$ cat config.mk
export PLATFORM = sky130hd
export DESIGN_NAME = chan_irq_hub
export DESIGN_NICKNAME = d
export VERILOG_FILES = /design/src/rtl/chan_irq_pkg.sv /design/src/rtl/chan_irq_slice.sv /design/src/rtl/chan_irq_regport.sv /design/src/rtl/chan_irq_hub.sv
export SDC_FILE = /design/constraint.sdc
export NUM_CORES = 1
export LEC_CHECK = 0
export CORE_MARGIN = 8
export CORE_UTILIZATION = 55
export CTS_CLUSTER_SIZE = 10
export DETAILED_ROUTE_END_ITERATION = 10
export DONT_BUFFER_PORTS = 1
export GPL_TIMING_DRIVEN = 0
export PLACE_DENSITY_LB_ADDON = 0.12
export REMOVE_ABC_BUFFERS = 1
export SYNTH_ARGS = -nofsm -noshare
export SYNTH_HDL_FRONTEND = slang
export SYNTH_SLANG_ARGS = --single-unit
$ cat constraint.sdc
create_clock -name clk -period 3.4 [get_ports clk]
set_input_delay 0.68 -clock clk [delete_from_list [all_inputs] [get_ports clk]]
set_output_delay 0.68 -clock clk [all_outputs]
set_load 0.01 [all_outputs]
$ cat src/rtl/chan_irq_pkg.sv
package chan_irq_pkg;
  typedef enum logic [1:0] {
    CAUSE_NONE = 2'b00,
    CAUSE_DONE = 2'b01,
    CAUSE_ERR  = 2'b10
  } cause_e;

  localparam logic [1:0] OFS_STAT = 2'd0;
  localparam logic [1:0] OFS_REC  = 2'd1;
  localparam logic [1:0] OFS_RAI  = 2'd2;
  localparam logic [1:0] OFS_CLR  = 2'd3;

  localparam int DONE_BIT = 0;
  localparam int SUSP_BIT = 1;
  localparam int ERR_LO   = 2;
endpackage

$ cat src/rtl/chan_irq_slice.sv
module chan_irq_slice
  import chan_irq_pkg::*;
#(
  parameter int EVW = 8
) (
  input  logic           clk,
  input  logic           rst_n,
  input  logic [EVW-1:0] ev,
  input  logic           we_rec,
  input  logic           we_rai,
  input  logic           we_clr,
  input  logic [EVW-1:0] wdata,
  output logic [EVW-1:0] stat_q,
  output logic [EVW-1:0] rec_q,
  output logic [EVW-1:0] rai_q,
  output logic           line,
  output logic [1:0]     cause
);
  localparam int NERR = EVW - ERR_LO;

  logic [EVW-1:0] stat_d, rec_d, rai_d, clr_mask;

  always_comb begin
    clr_mask = we_clr ? wdata : '0;
    stat_d   = (stat_q & ~clr_mask) | (ev & rec_q);
    rec_d    = we_rec ? wdata : rec_q;
    rai_d    = we_rai ? wdata : rai_q;
  end

  always_ff @(posedge clk or negedge rst_n) begin
    if (!rst_n) begin
      stat_q <= '0;
      rec_q  <= '0;
      rai_q  <= '0;
    end else begin
      stat_q <= stat_d;
      rec_q  <= rec_d;
      rai_q  <= rai_d;
    end
  end

  always_comb begin
    line = |(stat_q & rai_q);
    if (|stat_q[ERR_LO +: NERR])  cause = CAUSE_ERR;
    else if (stat_q[DONE_BIT])    cause = CAUSE_DONE;
    else                          cause = CAUSE_NONE;
  end
endmodule

$ cat src/rtl/chan_irq_regport.sv
module chan_irq_regport
  import chan_irq_pkg::*;
#(
  parameter int NCH = 4,
  parameter int EVW = 8,
  localparam int CW = (NCH > 1) ? $clog2(NCH) : 1,
  localparam int AW = CW + 3
) (
  input  logic               wr,
  input  logic [AW-1:0]      addr,
  input  logic [NCH*EVW-1:0] stat_flat,
  input  logic [NCH*EVW-1:0] rec_flat,
  input  logic [NCH*EVW-1:0] rai_flat,
  input  logic               gen_q,
  output logic [NCH-1:0]     we_rec,
  output logic [NCH-1:0]     we_rai,
  output logic [NCH-1:0]     we_clr,
  output logic               we_gen,
  output logic [EVW-1:0]     rdata
);
  logic          glob;
  logic [CW-1:0] ch;
  logic [1:0]    ofs;

  assign glob = addr[AW-1];
  assign ch   = addr[2 +: CW];
  assign ofs  = addr[1:0];

  for (genvar c = 0; c < NCH; c++) begin : g_dec
    logic hit;
    assign hit       = wr && !glob && (ch == CW'(c));
    assign we_rec[c] = hit && (ofs == OFS_REC);
    assign we_rai[c] = hit && (ofs == OFS_RAI);
    assign we_clr[c] = hit && (ofs == OFS_CLR);
  end
  assign we_gen = wr && glob;

  always_comb begin
    rdata = '0;
    if (glob) begin
      rdata[0] = gen_q;
    end else if (int'(ch) < NCH) begin
      unique case (ofs)
        OFS_STAT: rdata = stat_flat[int'(ch)*EVW +: EVW];
        OFS_REC:  rdata = rec_flat[int'(ch)*EVW +: EVW];
        OFS_RAI:  rdata = rai_flat[int'(ch)*EVW +: EVW];
        default:  rdata = '0;
      endcase
    end
  end
endmodule

$ cat src/rtl/chan_irq_hub.sv
module chan_irq_hub
  import chan_irq_pkg::*;
#(
  parameter int NCH = 4,
  parameter int EVW = 8,
  localparam int CW = (NCH > 1) ? $clog2(NCH) : 1,
  localparam int AW = CW + 3
) (
  input  logic               clk,
  input  logic               rst_n,
  input  logic [NCH*EVW-1:0] ev_i,
  input  logic               wr_i,
  input  logic [AW-1:0]      addr_i,
  input  logic [EVW-1:0]     wdata_i,
  output logic [EVW-1:0]     rdata_o,
  output logic               irq_o,
  output logic [NCH-1:0]     irq_chan_o,
  output logic [2*NCH-1:0]   cause_o
);
  logic [1:0] rst_pipe;
  logic       rst_sync_n;

  always_ff @(posedge clk or negedge rst_n) begin
    if (!rst_n) rst_pipe <= 2'b00;
    else        rst_pipe <= {rst_pipe[0], 1'b1};
  end
  assign rst_sync_n = rst_pipe[1];

  logic [NCH*EVW-1:0] stat_flat, rec_flat, rai_flat;
  logic [NCH-1:0]     we_rec, we_rai, we_clr;
  logic               we_gen, gen_q, gen_d;

  chan_irq_regport #(.NCH(NCH), .EVW(EVW)) u_port (
    .wr(wr_i), .addr(addr_i),
    .stat_flat(stat_flat), .rec_flat(rec_flat), .rai_flat(rai_flat),
    .gen_q(gen_q),
    .we_rec(we_rec), .we_rai(we_rai), .we_clr(we_clr), .we_gen(we_gen),
    .rdata(rdata_o)
  );

  for (genvar c = 0; c < NCH; c++) begin : g_ch
    chan_irq_slice #(.EVW(EVW)) u_slice (
      .clk(clk), .rst_n(rst_sync_n),
      .ev(ev_i[c*EVW +: EVW]),
      .we_rec(we_rec[c]), .we_rai(we_rai[c]), .we_clr(we_clr[c]),
      .wdata(wdata_i),
      .stat_q(stat_flat[c*EVW +: EVW]),
      .rec_q(rec_flat[c*EVW +: EVW]),
      .rai_q(rai_flat[c*EVW +: EVW]),
      .line(irq_chan_o[c]),
      .cause(cause_o[2*c +: 2])
    );
  end

  assign gen_d = we_gen ? wdata_i[0] : gen_q;

  always_ff @(posedge clk or negedge rst_sync_n) begin
    if (!rst_sync_n) gen_q <= 1'b0;
    else             gen_q <= gen_d;
  end

  assign irq_o = gen_q & (|irq_chan_o);
endmodule

Word-level counts from Yosys, hierarchy flattened
Index checks and enable logic that the tools add are counted.
Cells by class
  bitwise gates (word level): 21
  equal/unequal tests: 6
  shift operators: 3
  multiplexer cells: 15
  reductions and logical operators: 30
Operators with widths (number)
  AND 8 bit: 12
  indexed part select 32 x 6 -> 8 bit: 3
  2-to-1 mux 8 bit: 4
  inverter 8 bit: 4
  OR 8 bit: 4
  OR reduction 32 bit: 1
  OR reduction 8 bit: 4
  case mux 8 bit (3 select lines): 1
  OR reduction 6 bit: 4
  logical AND 1 bit: 18
  == test 2 bit, second input constant: 4
  2-to-1 mux 2 bit: 4
  2-to-1 mux 7 bit: 1
  2-to-1 mux 1 bit: 5
  == test 2 x 1 -> 1 bit, second input constant: 2
  logical NOT 2 bit: 2
  AND 1 bit: 1
  logical NOT 1 bit: 1
Word-level totals
  register bits after elaboration: 99
  output and inout bits: 21
  word-level logic and storage cells: 89
  input port bits: 48

Longest topological paths before layout
Gate-level depths: netlist (run 1).
  word-level depth: 8
  mapped depth: 8
  depth with buffers taken out: 6

Cells and area by module
Synthesis (run 1) repeated with hierarchy kept, for this count alone.
Unflattened totals
  cells, all modules: 423
  area, all modules: 4893.4 µm²
By module, submodules not included
  chan_irq_slice (g_ch[1].u_slice ...): times used 3, sequential area each 600.6 µm², cells an instance 68, area each 958.4 µm²
  chan_irq_slice (g_ch[0].u_slice): times used 1, sequential area each 600.6 µm², cells an instance 68, area each 959.7 µm²
  chan_irq_regport: times used 1, sequential area each 0.0 µm², cells an instance 145, area each 957.2 µm²
  chan_irq_hub: times used 1, sequential area each 75.1 µm², cells an instance 6, area each 101.3 µm²

Worst setup path after synthesis (run 1)
OpenSTA, ideal clock, no wires.
  path type: in2out
  from: input addr_i[0]
  to: output rdata_o[7]
  path buffers: 2
  slack: 714 ps
  data arrival time: 2006 ps
  required time: 2720 ps
  stages on the path: 8
  path through: inv_1 ha_1 buf_2 or3_1 clkbuf_1 a221oi_1 a221o_1 a211oi_2
Between the ends
  word-level cells in the longest chain between the ends: 3
  elaborated cells between the ends (all ways): 5
  classes of those cells: eq/ne (2); mux (2); reduce/logical (1)
RTL lines
  from (decl): RTL line chan_irq_hub.sv:13  | input logic [AW-1:0] addr_i,
  == test 2 bit (tied with other cells): RTL line chan_irq_regport.sv:43  | unique case (ofs)
  case mux 8 bit (3 select lines) *: RTL line chan_irq_regport.sv:43
  2-to-1 mux 7 bit *: RTL line chan_irq_regport.sv:40  | if (glob) begin
  to (decl): RTL line chan_irq_hub.sv:15  | output logic [EVW-1:0] rdata_o,
Mark *: on every way between the ends. The rest lies on a longest branch, timed or not.

Worst setup path in the final report (run 1)
  from: input addr_i[0]
  to: output rdata_o[2]
Same word-level chain as after synthesis.

==> results of run 1 <==
[final cells by class]
cell class              count  area (sq um)
clock buffers              12           135
fillers                   747          3590
inverters                   2          7.51
flip-flops and latches     99          2480
well taps                 108           135
multi-input cells         286          2320
clock inverters             4          52.6
repair buffers              2          37.5
[critical path, delay by kind of cell]
| kind | cells | cell delay [ns] |
|---|---|---|
| adders and majority gates | 1 | 0.73 |
| and+or+nand+nor | 1 | 0.35 |
| AOI/OAI and AO/OA | 3 | 0.82 |
| buffers and inverters | 1 | 0.02 |
[registers in the layout, indices dropped and copies added, names as in the netlist]
| register | cells |
|---|---|
| g_ch.u_slice.rai_q | 32 |
| rst_pipe | 2 |
| gen_q | 1 |
| g_ch.u_slice.rec_q | 32 |
| g_ch.u_slice.stat_q | 32 |
[power groups by stage]
stage               clock, mW  sequential (mW)  combinational, mW
floorplan                   0             1.54              0.366
global route            0.802             1.61              0.508
finish                  0.748             1.58              0.464
global placement            0             1.60              0.434
CTS                     0.765             1.58              0.468
detailed placement          0             1.60              0.463
[worst paths after layout]
kind	to	slack, ns	from	cells past startpoint
setup / recovery	rdata_o[2]	0.11	addr_i[0]	6
hold / removal	g_ch[2].u_slice.rec_q[3]	0.32	rst_pipe[1]	0
setup reg to reg	g_ch[3].u_slice.rai_q[4]	2.40	rst_pipe[1]	1
hold reg to reg	g_ch[2].u_slice.rec_q[3]	0.32	rst_pipe[1]	0
max in group asynchronous	g_ch[3].u_slice.rai_q[4]	2.40	rst_pipe[1]	1
min in group clk	rst_pipe[1]	0.36	rst_pipe[0]	0
[per-layer routing]
layer | vias up | GRT usage | part of all wire
li1 | 1564 | - | -
met5 | - | 0 | 0
met1 | 1825 | 0.271 | 0.41
met2 | 114 | 0.345 | 0.48
met4 | 0 | 0.0791 | 0.030
met3 | 29 | 0.0795 | 0.080
[through the flow]
| step | cells | hold WS, ns | setup slack, ns |
|---|---|---|---|
| after floorplan | 387 | 0.331 | 0.350 |
| after global placement | 495 | 0.338 | -0.678 |
| after detailed placement | 496 | 0.333 | -0.213 |
| after CTS | 513 | 0.344 | 0.121 |
| after global routing | 513 | 0.366 | 0.00774 |
| final | 513 | 0.320 | 0.115 |
[cells in the mapped netlist, drive strengths merged]
cell type,count
a211oi,8
a21oi,6
a221o,14
a221oi,7
a22o,33
a22oi,30
a32o,1
and3,4
buf,13
clkbuf,17
conb,1
dfrtp,99
ha,4
inv,2
mux2,67
mux4,1
nand2,48
nand2b,2
nand3b,1
nand4,4
nor2,16
nor2b,2
nor3,3
nor4,4
o211ai,7
o21ai,14
o22ai,7
o41a,1
or3,1
[kinds of logic (layout without fill, tap and decap cells)]
logic type	count (synthesis)	in the layout	share of synthesized area
other	1	1	0.000755
flip-flops	99	99	0.498
AND/OR/NAND/NOR	85	85	0.0924
multiplexers	68	68	0.156
adder cells (fa/ha/maj)	4	4	0.0101
AO/OA/AOI/OAI	128	128	0.207
buffers and inverters	32	20	0.0350
[timing repair]
item | CTS | global route
hold buffers | 1 | 0
hold endpoints to repair | 2 | 0
endpoints found under the setup margin | 7 | 0
resized for setup | 2 | 0
==> results.py, run 1 <==
metrics = {
    "sta": {
        "final_hold_viol_count": 0,
        "tns_ns": 0,
        "max_freq_mhz": 304,
        "rsz0062_at_grt": "false",
        "drv_slew": 0,
        "worst_pin_slew_ns": 0.710,
        "slew_headroom": 0.526,
        "fin_crit_ns": 3.29,
        "final.setup_skew_ns": 0.0115,
        "post-route-period-util": 0.966,
        "setup_viol": 0,
    },
    "clock_network": {
        "cts_tree": "yes",
        "root_buffer": "clkbuf_8",
        "clkSinkCount": 99,
        "insertion_delay_ns": 0.36,
        "clockBufferDepth": 2,
        "cts_made_buffers": 9,
        "cts-htree-levels": 3,
        "clkTransAtPathRegs_ns": 0.10,
        "post-cts-setup-buffers": 0,
    },
    "setup_path": {
        "path_cells": "inv_1 > ha_2 > or3_1 > a221oi_1 > a221o_1 > a211oi_2",
        "path_class": "in -> out",
        "arrival_ns": 2.61,
        "critPathSlowestCell": "ha_2",
        "critPathLaunchType": "input pin",
        "crit_fanout": 35,
        "critPathCaptureType": "output port",
        "slowest_delay_ns": 0.73,
        "cp.required_ns": 2.72,
    },
    "power": {
        "p_per_area_nw_per_um2": 541,
        "swShare": 0.294,
        "power_frac_comb": 0.166,
        "clkPwrFrac": 0.267,
        "ir_drop_v": 0.000309,
        "power.internal_mw": 1.97,
        "fin_total_pwr_mw": 2.80,
        "leakage_nw": 2.12,
        "seq_power_share": 0.567,
        "p_switching_uw": 823,
    },
    "grt": {
        "grt_start_max_net_pins": 59,
        "overflow": 0,
        "grt.total_usage": 0.219,
        "grt_pass1_vias": 3586,
        "antenna_found_initial": 0,
        "grt_pass1_wl_mm": 21.0,
    },
    "cells_and_area": {
        "layout_common_cells": "98 x dfrtp_1, 67 x mux2_2, 46 x nand2_1",
        "antenna-diode-count": 0,
        "fin_nets": 452,
        "final_common_cell": "dfrtp_1",
        "final_area_sq_um": 5170,
        "syn_to_final_growth_pct": 4.08,
        "final_util": 0.590,
        "drive_gt1_frac": 0.267,
    },
    "routing": {
        "totalWireLength_mm": 13.8,
        "via_per_inst": 6.88,
        "antenna_left": 0,
        "wire_per_inst_microns": 26.9,
        "drt_iter0_markers": 237,
        "first_pass_iters": 4,
        "num_vias": 3532,
        "drc_errors": 0,
    },
    "die": {
        "die-area_sq_um": 12300,
        "die_y_microns": 111,
        "dieWidth_microns": 111,
        "fp-row-count": 34,
        "start_util": 0.567,
        "core-area_sq_um": 8760,
        "ioPinCount": 69,
    },
    "synthesis": {
        "yosysTopAreaCell": "dfrtp_1",
        "syn_area_sq_um": 4970,
        "synth_area_per_cell_sq_um": 11.9,
        "synth_cell_types": 36,
        "yosysTopAreaCellShare": 0.498,
        "synth_seq_area_share": 0.498,
        "yosysWarnings": 0,
        "yosys-top-cells-area": "dfrtp_1 50%, mux2_2 15%, a22o_1 5.8%, a22oi_1 4.5%, nand2_1 3.5%",
        "synthCells": 417,
        "synth-seq-cells": 99,
    },
    "flow_run": {
        "cap_violations": 0,
    },
    "placement": {
        "globalplace.congestion": 0.809,
        "dp_hpwl_mm": 9.47,
        "portBuffers": 0,
        "dpl_cell_area_sq_um": 4970,
    },
    "run_status": {
        "outcome": "complete, no violations",
    },
    "min_path": {
        "min_path_type": "reg -> async",
    },
}
(Power assumes the default switching activity.)
==> inputs of run 2 (changes only) <==
CORE_UTILIZATION = 40   (was 55)
==> run 2 against run 1 <==
  * Critical path depth unchanged
  * Power increased by 8.8%
  * Combinational power increased by 2%
  * Sequential power about the same
  * Die area increased by 32%
  * Largest power group unchanged
  * Clock power increased by 31%
  * Count of clock-buffer cells in the layout unchanged
  * Critical endpoint is now rdata_o[5]
  * Highest routed layer unchanged
==> results.py, run 2 (synthesis gave the netlist of run 1 again) <==
metrics = {
    "flow_run": {
        "cap_violations": 0,
    },
    "clock_network": {
        "clkTransAtPathRegs_ns": 0.07,
        "cts_tree": "yes",
        "cts-htree-levels": 3,
        "cts_made_buffers": 9,
        "clockBufferDepth": 2,
        "insertion_delay_ns": 0.35,
        "root_buffer": "clkbuf_16",
        "clkSinkCount": 99,
    },
    "routing": {
        "antenna_left": 0,
        "drc_errors": 0,
        "num_vias": 3537,
        "drt_iter0_markers": 320,
        "via_per_inst": 6.17,
        "totalWireLength_mm": 14.9,
        "first_pass_iters": 5,
        "wire_per_inst_microns": 26.0,
    },
    "die": {
        "die-area_sq_um": 16200,
        "ioPinCount": 69,
        "start_util": 0.412,
        "core-area_sq_um": 12100,
        "fp-row-count": 40,
        "die_y_microns": 127,
        "dieWidth_microns": 127,
    },
    "grt": {
        "overflow": 0,
        "grt.total_usage": 0.191,
        "grt_start_max_net_pins": 55,
        "antenna_found_initial": 0,
        "grt_pass1_vias": 3609,
        "grt_pass1_wl_mm": 22.8,
    },
    "sta": {
        "tns_ns": 0,
        "rsz0062_at_grt": "false",
        "final_hold_viol_count": 0,
        "setup_slack_ns": 0.257,
        "final.setup_skew_ns": 0.00555,
        "fin_crit_ns": 3.14,
        "drv_slew": 0,
        "slew_headroom": 0.491,
        "worst_pin_slew_ns": 0.764,
        "post-route-period-util": 0.924,
        "setup_viol": 0,
        "max_freq_mhz": 318,
    },
    "cells_and_area": {
        "final_area_sq_um": 5350,
        "final_common_cell": "dfrtp_1",
        "seq_area_sq_um": 2480,
        "reg_top3": "g_ch.u_slice.rai_q: 32 flops, g_ch.u_slice.rec_q: 32 flops, g_ch.u_slice.stat_q: 32 flops",
        "fillers": 1139,
        "finalNonFillerCells": 573,
        "fin_nets": 452,
        "layout_common_cells": "98 x dfrtp_1, 67 x mux2_2, 46 x nand2_1",
        "antenna-diode-count": 0,
        "multiInputGateArea_sq_um": 2330,
        "syn_to_final_growth_pct": 7.68,
        "drive_gt1_frac": 0.272,
    },
    "setup_path": {
        "slowest_delay_ns": 0.67,
        "arrival_ns": 2.46,
        "cp.required_ns": 2.72,
        "critPathCaptureType": "output port",
        "crit_fanout": 32,
        "path_class": "in -> out",
        "critPathLaunchType": "input pin",
        "critPathSlowestCell": "ha_2",
        "path_cells": "inv_1 > ha_2 > a22oi_1 > o211ai_1 > o21ai_0 > a211oi_2",
    },
    "placement": {
        "dpl_cell_area_sq_um": 5040,
        "portBuffers": 0,
        "pre_cts_ws_ns": -0.329,
        "place_inst": 556,
        "globalplace.congestion": 0.794,
        "dp_hpwl_mm": 10.3,
    },
    "power": {
        "p_per_area_nw_per_um2": 568,
        "ir_drop_v": 0.000383,
        "leakage_nw": 2.17,
    },
    "run_status": {
        "outcome": "complete, no violations",
    },
    "min_path": {
        "min_path_type": "reg -> async",
    },
}
run 2: cell types whose count changed in the layout (fill, tap and decap cells not counted):
cell        previous run  this run
clkinvlp_4             3         2
clkinv_2               0         2
bufinv_16              1         0
clkbuf_1               3         1
clkbuf_16              0         9
clkbuf_8               9         2
ha_4                   0         1
ha_2                   2         1
run 2: worst paths after layout:
check,from,to,slack (ns),cells after the start
setup / recovery,addr_i[1],rdata_o[5],0.26,6
min in group clk,rst_pipe[0],rst_pipe[1],0.36,0
setup reg to reg,rst_pipe[1],g_ch[3].u_slice.rai_q[5],2.38,1
hold / removal,rst_pipe[1],g_ch[2].u_slice.stat_q[6],0.34,0
hold reg to reg,rst_pipe[1],g_ch[2].u_slice.stat_q[6],0.34,0
max in group asynchronous,rst_pipe[1],g_ch[3].u_slice.rai_q[5],2.38,1
run 2: layout make-up:
| cell class | instances | area share |
|---|---|---|
| sequential | 99 | 0.464 |
| timing repair buffer | 2 | 0.00701 |
| clock buffer | 12 | 0.0479 |
| multi-input combinational | 286 | 0.436 |
| tap | 168 | 0.0393 |
| clock inverter | 4 | 0.00468 |
| inverter | 2 | 0.00140 |
run 2: layer usage:
metal / wire length [microns] / vias to the layer above / track usage
met4: 153 / 0 / 0.0399
li1: - / 1569 / -
met5: 0 / - / 0
met3: 1210 / 12 / 0.0703
met1: 6640 / 1854 / 0.254
met2: 6920 / 102 / 0.291
run 2: metrics by stage:
step | utilization | hold WS, ns | power [mW]
final | 0.444 | 0.340 | 3.04
after global routing | 0.444 | 0.377 | 3.19
after CTS | 0.442 | 0.00140 | 3.07
after detailed placement | 0.418 | 0.340 | 2.08
after global placement | 0.416 | 0.338 | 2.05
after floorplan | - | 0.331 | 1.90
run 2: critical path, delay by kind of cell:
kind                     cells  cell delay [ns]
buffers and inverters        1             0.04
adder cells (fa/ha/maj)      1             0.67
AO/OA/AOI/OAI                4             1.06
run 2: repair_timing:
item | in CTS | in global routing
setup endpoints to repair | 7 | 6
setup buffers | 0 | 0
gates resized for setup | 2 | 1
gates cloned | 0 | 0
hold buffers | 0 | 1
hold endpoints to repair | 0 | 2
run 2: power by group:
group / leakage, nW / switching (mW) / internal [mW]
registers: 1.15 / 0.207 / 1.38
logic: 0.891 / 0.217 / 0.256
clock network: 0.135 / 0.448 / 0.534
total: 2.17 / 0.871 / 2.17
==> inputs of run 3 (changes only) <==
BUFFER_PORTS_ARGS = -buffer_cell sky130_fd_sc_hd__buf_4   (was default)
DONT_BUFFER_PORTS = default   (was 1)
==> run 3 against run 2 <==
  * Critical endpoint unchanged
  * First-iteration DRC count up 4.7%
  * Fmax down 4.3%
  * Sequential power about the same
  * Critical path type unchanged
==> results.py, run 3 (synthesis gave the netlist of run 1 again) <==
metrics = {
    "clock_network": {
        "cts_hold_buf": 0,
        "insertion_delay_ns": 0.35,
        "cts_made_buffers": 9,
        "root_buffer": "clkbuf_16",
        "clkTransAtPathRegs_ns": 0.06,
        "cts_tree": "yes",
        "clockBufferDepth": 2,
        "cts-htree-levels": 3,
        "clkSinkCount": 99,
        "post-cts-setup-buffers": 0,
    },
    "routing": {
        "drt_iter0_markers": 335,
        "via_per_inst": 5.90,
        "num_vias": 3774,
        "wire_per_inst_microns": 23.5,
        "totalWireLength_mm": 15.0,
        "antenna_left": 0,
        "drc_errors": 0,
        "first_pass_iters": 4,
    },
    "setup_path": {
        "path_cells": "buf_4 > inv_1 > ha_4 > or3_1 > a221oi_1 > a221o_1 > a211oi_2 > buf_4",
        "critPathLaunchType": "input pin",
        "path_class": "in -> out",
        "critPathCaptureType": "output port",
        "path_common_cell": "buf_4",
        "slowest_delay_ns": 0.50,
        "critPathSlowestCell": "ha_4",
        "crit_fanout": 35,
        "cp.required_ns": 2.72,
        "critPathTopFamily": "compound AO/OA/AOI/OAI gates",
        "critical_path_buf_inv_count": 3,
        "arrival_ns": 2.60,
    },
    "grt": {
        "overflow": 0,
        "grt_pass1_vias": 4039,
        "grt_pass1_wl_mm": 23.1,
        "grt.total_usage": 0.189,
        "antenna_found_initial": 0,
        "grt_start_max_net_pins": 57,
    },
    "placement": {
        "portBuffers": 68,
        "globalplace.congestion": 0.818,
        "pre_cts_ws_ns": -0.463,
        "dp_hpwl_mm": 10.4,
        "dpl_cell_area_sq_um": 5560,
    },
    "sta": {
        "fin_crit_ns": 3.28,
        "rsz0062_at_grt": "false",
        "post-route-period-util": 0.966,
        "tns_ns": 0,
        "setup_slack_ns": 0.116,
        "final.setup_skew_ns": 0.00651,
        "max_freq_mhz": 305,
        "drv_slew": 0,
        "final_hold_viol_count": 0,
        "worst_pin_slew_ns": 0.684,
        "setup_viol": 0,
        "slew_headroom": 0.541,
    },
    "cells_and_area": {
        "syn_to_final_growth_pct": 18.3,
        "layout_common_cells": "98 x dfrtp_1, 68 x buf_4, 67 x mux2_2",
        "antenna-diode-count": 0,
        "fin_nets": 519,
        "drive_gt1_frac": 0.373,
        "final_common_cell": "dfrtp_1",
        "final_area_sq_um": 5880,
        "reg_top3": "g_ch.u_slice.rai_q: 32 flops, g_ch.u_slice.rec_q: 32 flops, g_ch.u_slice.stat_q: 32 flops",
    },
    "run_status": {
        "outcome": "complete, no violations",
    },
    "power": {
        "leakage_nw": 2.51,
        "fin_total_pwr_mw": 3.22,
        "ir_drop_v": 0.000301,
        "p_per_area_nw_per_um2": 548,
    },
    "die": {
        "dieWidth_microns": 127,
        "die-area_sq_um": 16200,
        "start_util": 0.412,
        "fp-row-count": 40,
        "core-area_sq_um": 12100,
        "ioPinCount": 69,
        "die_y_microns": 127,
    },
    "flow_run": {
        "cap_violations": 0,
    },
    "min_path": {
        "min_path_type": "in -> async",
    },
}
run 3: changes by cell type in the layout (fill, tap and decap cells not counted):
cell and change:
clkinv_2 -1, clkbuf_1 +2, ha_4 +1, clkinvlp_4 -2
bufinv_16 +1, dlygate4sd3_1 -1, buf_4 +68, ha_2 -1
run 3: stage by stage:
stage,std cells,hold slack (ns),util
2_1_floorplan,387,0.331,-
3_3_place_gp,623,0.339,0.458
3_5_place_dp,624,0.336,0.461
4_1_cts,640,0.0832,0.487
5_1_grt,640,0.0831,0.487
6_report,640,0.0937,0.487
run 3: final timing paths:
check	startpoint	endpoint	slack [ns]	cells past startpoint
max	addr_i[0]	rdata_o[5]	0.12	8
min	rst_n	rst_pipe[1]	0.09	1
max reg2reg	rst_pipe[1]	g_ch[3].u_slice.stat_q[5]	2.38	1
min reg2reg	rst_pipe[1]	g_ch[2].u_slice.stat_q[3]	0.33	0
max in group asynchronous	rst_pipe[1]	g_ch[3].u_slice.stat_q[5]	2.38	1
min in group clk	rst_pipe[0]	rst_pipe[1]	0.36	0
run 3: area by class of cell:
| cell class | count | area (sq um) |
|---|---|---|
| Fill cell | 1159 | 6180 |
| Sequential cell | 99 | 2480 |
| Multi-Input combinational cell | 286 | 2340 |
| Timing Repair Buffer | 69 | 538 |
| Clock buffer | 14 | 264 |
| Tap cell | 168 | 210 |
| Clock inverter | 2 | 35.0 |
| Inverter | 2 | 7.51 |
run 3: what timing repair did:
action | CTS | global route
setup endpoints to repair | 8 | 4
cloned | 0 | 0
gates resized for setup | 3 | 1
run 3: where the power goes:
part	internal, mW	total, mW	leakage, nW	switching, mW
sequential	1.38	1.59	1.15	0.206
combinational	0.318	0.586	1.22	0.269
clock	0.611	1.05	0.147	0.436
run 3: metal layers:
metal,routed length [microns],vias up,track usage
li1,-,1700,-
met1,6760,1930,0.244
met2,7040,121,0.298
met3,933,23,0.0541
met4,282,0,0.0602
met5,0,-,0
